--- src/rtl/pulse_spacer_pkg.sv ---
package pulse_spacer_pkg;

  typedef struct packed {
    logic busy;
    logic active;
    logic last;
  } slot_stat_t;

  // active cycles for one queued pulse
  function automatic int unsigned act_cycles(int unsigned iv, int unsigned mw,
                                             int unsigned mw_full);
    return (mw == mw_full) ? 2 * iv : (2 * mw + 1) * iv;
  endfunction

  function automatic int unsigned slot_cycles(int unsigned iv, int unsigned act);
    return (act > 4 * iv) ? act : 4 * iv;
  endfunction

endpackage

--- src/rtl/pulse_pend_ctr.sv ---
module pulse_pend_ctr #(
  parameter int DEPTH  = 8,
  parameter int DROP_W = 8,
  parameter int PW     = $clog2(DEPTH + 1)
) (
  input  logic              clk_i,
  input  logic              rst_ni,
  input  logic              push_i,
  input  logic              pop_i,
  output logic              nz_o,
  output logic [PW-1:0]     cnt_o,
  output logic [DROP_W-1:0] drop_o
);
  localparam logic [PW-1:0]     FULL_CNT = PW'(DEPTH);
  localparam logic [DROP_W-1:0] DROP_MAX = '1;

  logic [PW-1:0]     cnt_q;
  logic [DROP_W-1:0] drop_q;
  logic              full, accept, drop;

  always_comb begin
    full   = (cnt_q == FULL_CNT);
    accept = push_i && (!full || pop_i);
    drop   = push_i && full && !pop_i;
  end

  always_ff @(posedge clk_i or negedge rst_ni) begin
    if (!rst_ni) begin
      cnt_q  <= '0;
      drop_q <= '0;
    end else begin
      if (accept && !pop_i)      cnt_q <= cnt_q + 1'b1;
      else if (!accept && pop_i) cnt_q <= cnt_q - 1'b1;
      if (drop && drop_q != DROP_MAX) drop_q <= drop_q + 1'b1;
    end
  end

  assign nz_o   = (cnt_q != '0);
  assign cnt_o  = cnt_q;
  assign drop_o = drop_q;
endmodule

--- src/rtl/pulse_slot_timer.sv ---
module pulse_slot_timer
  import pulse_spacer_pkg::*;
#(
  parameter int TW = 17
) (
  input  logic          clk_i,
  input  logic          rst_ni,
  input  logic          start_i,
  input  logic [TW-1:0] act_len_i,
  input  logic [TW-1:0] slot_len_i,
  output slot_stat_t    stat_o
);
  logic          busy_q;
  logic [TW-1:0] t_q, act_q, slot_q;
  logic          last;

  assign last = busy_q && (t_q == slot_q - 1'b1);

  always_ff @(posedge clk_i or negedge rst_ni) begin
    if (!rst_ni) begin
      busy_q <= 1'b0;
      t_q    <= '0;
      act_q  <= '0;
      slot_q <= '0;
    end else if (start_i) begin
      busy_q <= 1'b1;
      t_q    <= '0;
      act_q  <= act_len_i;
      slot_q <= slot_len_i;
    end else if (last) begin
      busy_q <= 1'b0;
    end else if (busy_q) begin
      t_q <= t_q + 1'b1;
    end
  end

  assign stat_o.busy   = busy_q;
  assign stat_o.active = busy_q && (t_q < act_q);
  assign stat_o.last   = last;
endmodule

--- src/rtl/pulse_spacer.sv ---
module pulse_spacer
  import pulse_spacer_pkg::*;
#(
  parameter int SET_W  = 8,
  parameter int DEPTH  = 8,
  parameter int DROP_W = 8
) (
  input  logic              clk_i,
  input  logic              rst_ni,
  input  logic              req_i,
  input  logic [SET_W-1:0]  interval_i,
  input  logic [SET_W-1:0]  maxwidth_i,
  input  logic              invert_i,
  output logic              pulse_o,
  output logic [DROP_W-1:0] drop_cnt_o
);
  localparam int              TW      = 2 * SET_W + 1;
  localparam int              PW      = $clog2(DEPTH + 1);
  localparam logic [SET_W-1:0] MW_FULL = '1;

  logic          bypass_q, inv_q, tog_q;
  logic          pend_nz, slot_busy;
  logic [PW-1:0] pend_cnt;
  logic          boundary, start, push, active;
  logic [TW-1:0] act_len, slot_len;
  int unsigned   act_u, slot_u;
  slot_stat_t    st;

  always_comb begin
    // settings may change only between pulses
    boundary = st.busy ? st.last : (!tog_q && !(bypass_q && req_i));
    start    = boundary && (interval_i != '0) && pend_nz;
    push     = !bypass_q && req_i;
    act_u    = act_cycles(32'(interval_i), 32'(maxwidth_i), 32'(MW_FULL));
    slot_u   = slot_cycles(32'(interval_i), act_u);
    act_len  = TW'(act_u);
    slot_len = TW'(slot_u);
  end

  always_ff @(posedge clk_i or negedge rst_ni) begin
    if (!rst_ni) begin
      bypass_q <= 1'b1;
      inv_q    <= 1'b0;
    end else if (boundary) begin
      bypass_q <= (interval_i == '0);
      inv_q    <= invert_i;
    end
  end

  always_ff @(posedge clk_i or negedge rst_ni) begin
    if (!rst_ni)                tog_q <= 1'b0;
    else if (bypass_q && req_i) tog_q <= ~tog_q;
  end

  pulse_pend_ctr #(
    .DEPTH (DEPTH),
    .DROP_W(DROP_W),
    .PW    (PW)
  ) u_pend (
    .clk_i (clk_i),
    .rst_ni(rst_ni),
    .push_i(push),
    .pop_i (start),
    .nz_o  (pend_nz),
    .cnt_o (pend_cnt),
    .drop_o(drop_cnt_o)
  );

  pulse_slot_timer #(
    .TW(TW)
  ) u_slot (
    .clk_i     (clk_i),
    .rst_ni    (rst_ni),
    .start_i   (start),
    .act_len_i (act_len),
    .slot_len_i(slot_len),
    .stat_o    (st)
  );

  assign slot_busy = st.busy;
  assign active    = st.busy ? st.active : tog_q;
  assign pulse_o   = inv_q ? active : ~active;
endmodule

--- config.mk ---
export PLATFORM = sky130hd
export DESIGN_NAME = pulse_spacer
export DESIGN_NICKNAME = d
export VERILOG_FILES = /design/src/rtl/pulse_spacer_pkg.sv /design/src/rtl/pulse_pend_ctr.sv /design/src/rtl/pulse_slot_timer.sv /design/src/rtl/pulse_spacer.sv
export SDC_FILE = /design/constraint.sdc
export NUM_CORES = 1
export LEC_CHECK = 0
export ABC_AREA = 1
export CAP_MARGIN = 20
export CORE_MARGIN = 2
export CORE_UTILIZATION = 42
export CTS_CLUSTER_DIAMETER = 60
export DETAILED_ROUTE_END_ITERATION = 10
export GPL_TIMING_DRIVEN = 0
export PLACE_DENSITY = 0.63
export SLEW_MARGIN = 20
export SYNTH_ARGS = -nofsm -noshare
export SYNTH_HDL_FRONTEND = slang
export SYNTH_SLANG_ARGS = --single-unit
export TNS_END_PERCENT = 100
--- constraint.sdc ---
create_clock -name clk_i -period 5.8 [get_ports clk_i]
set_input_delay 0.87 -clock clk_i [delete_from_list [all_inputs] [get_ports clk_i]]
set_output_delay 0.87 -clock clk_i [all_outputs]
set_load 0.05 [all_outputs]
==> results.toml <==
[pwr]
peakVddDrop_v = 0.000170
switching_share_pct = 43.0
p_int_w = 0.00135
leakage_nw = 5.24
p_clk_share_pct = 20.8
seqPwrFrac_pct = 19.9
power_density_nw_per_um2 = 273
combinationalPowerShare_pct = 59.3
switchingPower_w = 0.00102

[grt]
gr-total-overflow = 0
antenna_found_initial = 0
grt_max_degree = 48
grt_util_all_layers_pct = 19.1
grt_pass1_vias = 6411
grt_pass1_wl_um = 30800

[finish]
stdcell_count = 1389
nNetsFinal = 1289
drive_above_1_share_pct = 8.62
fin_util_pct = 48.8
num_antenna_cells = 0
area_growth_pct = 14.8
final_cell_mix = "nand2_1 (320), inv_1 (239), nor2_1 (69), nand3_1 (69), ha_1 (67)"
final_common_cell = "nand2_1"
fillCellCount = 1793

[placement]
routabilityCongestion = 0.856
dp_hpwl_um = 13900
io_buffers = 20
dpl.cell_count = 1356

[floorplan]
die_y_um = 138
die_w_um = 138
die_area_sq_um = 19100
io_pins = 29
start_util_pct = 42.5
num_rows = 49
core-area_sq_um = 17800

[sta]
worst_pin_slew_ns = 0.803
finalHoldViolations = 0
slew-limit-headroom_pct = 46.2
skew_ns = 0.00887
setup-violations-final = 0
min_period_ns = 5.59
max_freq_ghz = 0.179
finalCritPeriodShare_pct = 96.4
maxSlewViolCount = 0

[yosys]
yosys.area.top_type = "dfrtp_1"
ys_seq_area_share_pct = 22.2
synth_fp_nets = 1240
synth_seq_cells = 67
yosys.area.top_type_share_pct = 21.8
ys_warn_count = 0
syn_inst = 1106
syn_area_sq_um = 7570
synth_cell_types = 36
syn_area_per_cell_sq_um = 6.85
synth_area_leaders = "dfrtp_1 (22%), nand2_1 (16%), inv_1 (12%)"

[clock_tree]
clock_latency_ns = 0.33
clkTransAtPathRegs_ns = 0.05
cts_buffers = 9
cts-htree-levels = 3
max-clock-path-buffers = 2
clock-sinks = 67
root_buffer = "clkbuf_16"
cts_tree = "built"

[critical_path]
critical_path_class = "input pin to flip-flop"
path_common_cell = "inv_1"
slowest_delay_ns = 0.53
slowest_stage = "fa_1"
crit_family = "adder cells"
crit_fanout = 8
worst_ep_arrival_time_ns = 5.81
start_kind = "input pin"
critPathBufInv = 8
crit_required_ns = 6.02
worstSetupEndpointType = "flip-flop"

[min_path]
min_path_type = "input pin to async pin"

[routing]
ant_nets = 0
drt-pass1-iter-count = 5
drc_errors = 0
vias = 6727
routedWlPerCell_um = 12.6
vias_per_cell = 4.84
drt_iter0_drc = 441
routed_wl_um = 17600

[run]
drv_cap = 0

[status]
status = "finished, final reports clean"
[metrics by stage]
step           TNS [ns]  hold slack [ns]  instance area, sq um  setup slack [ns]  total power, W
2_1_floorplan         0            0.453                  7570             0.199         0.00138
3_3_place_gp     -10.40            0.471                  8060             -1.06         0.00160
3_5_place_dp     -10.87            0.481                  8090             -1.10         0.00161
4_1_cts               0            0.434                  8580           0.00930         0.00222
5_1_grt         -0.0387            0.444                  8700           -0.0244         0.00261
6_report              0            0.428                  8700             0.210         0.00237
[state kept, by name (all words and copies together), names as in the netlist]
signal / count
u_slot.act_q: 17
u_slot.slot_q: 17
u_slot.t_q: 17
u_pend.drop_o: 8
u_pend.cnt_o: 4
bypass_q: 1
inv_q: 1
tog_q: 1
u_slot.busy_q: 1
[cells by family (layout without fill, tap and decap cells)]
| logic type | after synthesis | after routing | synth area share (%) |
|---|---|---|---|
| xor+xnor | 39 | 39 | 4.51 |
| buf+inv | 270 | 323 | 14.0 |
| flops | 67 | 67 | 22.2 |
| fa+ha+maj | 114 | 114 | 23.1 |
| simple gates | 546 | 547 | 31.4 |
| compound gates | 70 | 70 | 4.91 |
[layer usage]
layer	GRT usage, %	share of wire [%]	vias to the layer above
met2	30.2	45	115
li1	-	-	3477
met4	3.06	0.76	0
met1	28.6	51	3126
met3	2.42	3.8	9
met5	0	0	-
[power by group through the flow]
stage	clock [W]	sequential, W	combinational, W
finish	0.000493	0.000472	0.00141
global route	0.000522	0.000472	0.00162
floorplan	0	0.000480	0.000903
detailed placement	0	0.000481	0.00113
global placement	0	0.000480	0.00112
CTS	0.000503	0.000472	0.00124
[layout make-up]
| cell class | instances | area, sq um | area share [%] |
|---|---|---|---|
| Clock inverter | 3 | 17.5 | 0.201 |
| Multi-Input combinational cell | 770 | 5000 | 57.4 |
| Sequential cell | 67 | 1680 | 19.3 |
| Clock buffer | 13 | 250 | 2.88 |
| Buffer | 31 | 221 | 2.55 |
| Tap cell | 229 | 287 | 3.29 |
| Inverter | 239 | 897 | 10.3 |
| Timing Repair Buffer | 37 | 353 | 4.06 |
[synthesized netlist by cell type, drive strengths merged]
master and instances:
o311ai 1, a21o 1, o31ai 1, fa 43
a21oi 26, inv 239, nand3b 19, clkbuf 11
a21boi 1, and2 3, nor3 9, o21a 1
nand2 332, ha 71, nand3 72, nand4 21
o21bai 1, nor2 81, a31oi 1, buf 20
o21ai 36, dfstp 1, nor4 6, nor3b 2
xor2 28, a31o 1, or2 1, xnor2 11
dfrtp 66
[worst reg2reg max path, stage by stage (launching register included)]
cell     delay, ns
dfrtp_1       0.40
inv_1         0.10
ha_1          0.31
nand2_1       0.06
inv_1         0.04
nor2_1        0.07
nand2_1       0.06
nor2_1        0.08
nand3_1       0.07
nor2_1        0.13
nand2_1       0.08
nor2_1        0.10
nand4_1       0.16
nand2_4       0.19
nand4_1       0.34
buf_2         0.36
ha_1          0.27
inv_1         0.12
ha_1          0.24
a21o_1        0.15
a21oi_1       0.15
nand2_1       0.07
nand2_1       0.06
nor2_1        0.04
xor2_1        0.13
[path summary, 6_finish.rpt]
| path | start | to | slack, ns | depth (start not counted) |
|---|---|---|---|---|
| worst max-delay path | interval_i[6] | u_slot.slot_q[6]$_DFFE_PN0N_ | 0.21 | 28 |
| worst min-delay path | rst_ni | u_slot.t_q[5]$_DFFE_PN0P_ | 0.43 | 1 |
| worst max register to register | u_slot.slot_q[0]$_DFFE_PN0N_ | u_pend.cnt_o[3]$_DFFE_PN0P_ | 1.89 | 24 |
| worst min register to register | u_pend.cnt_o[3]$_DFFE_PN0P_ | u_pend.cnt_o[3]$_DFFE_PN0P_ | 0.49 | 1 |
| max in group asynchronous | rst_ni | u_slot.slot_q[5]$_DFFE_PN0N_ | 4.83 | 2 |
| min in group clk_i | u_pend.cnt_o[3]$_DFFE_PN0P_ | u_pend.cnt_o[3]$_DFFE_PN0P_ | 0.49 | 1 |
[repair_timing]
item,in CTS,in global routing
hold buffers,0,0
gates resized for setup,33,23
buffers inserted,13,3
pin swaps,4,10
setup endpoints to repair,10,10
gates cloned,1,0
(Power assumes the default switching activity.)
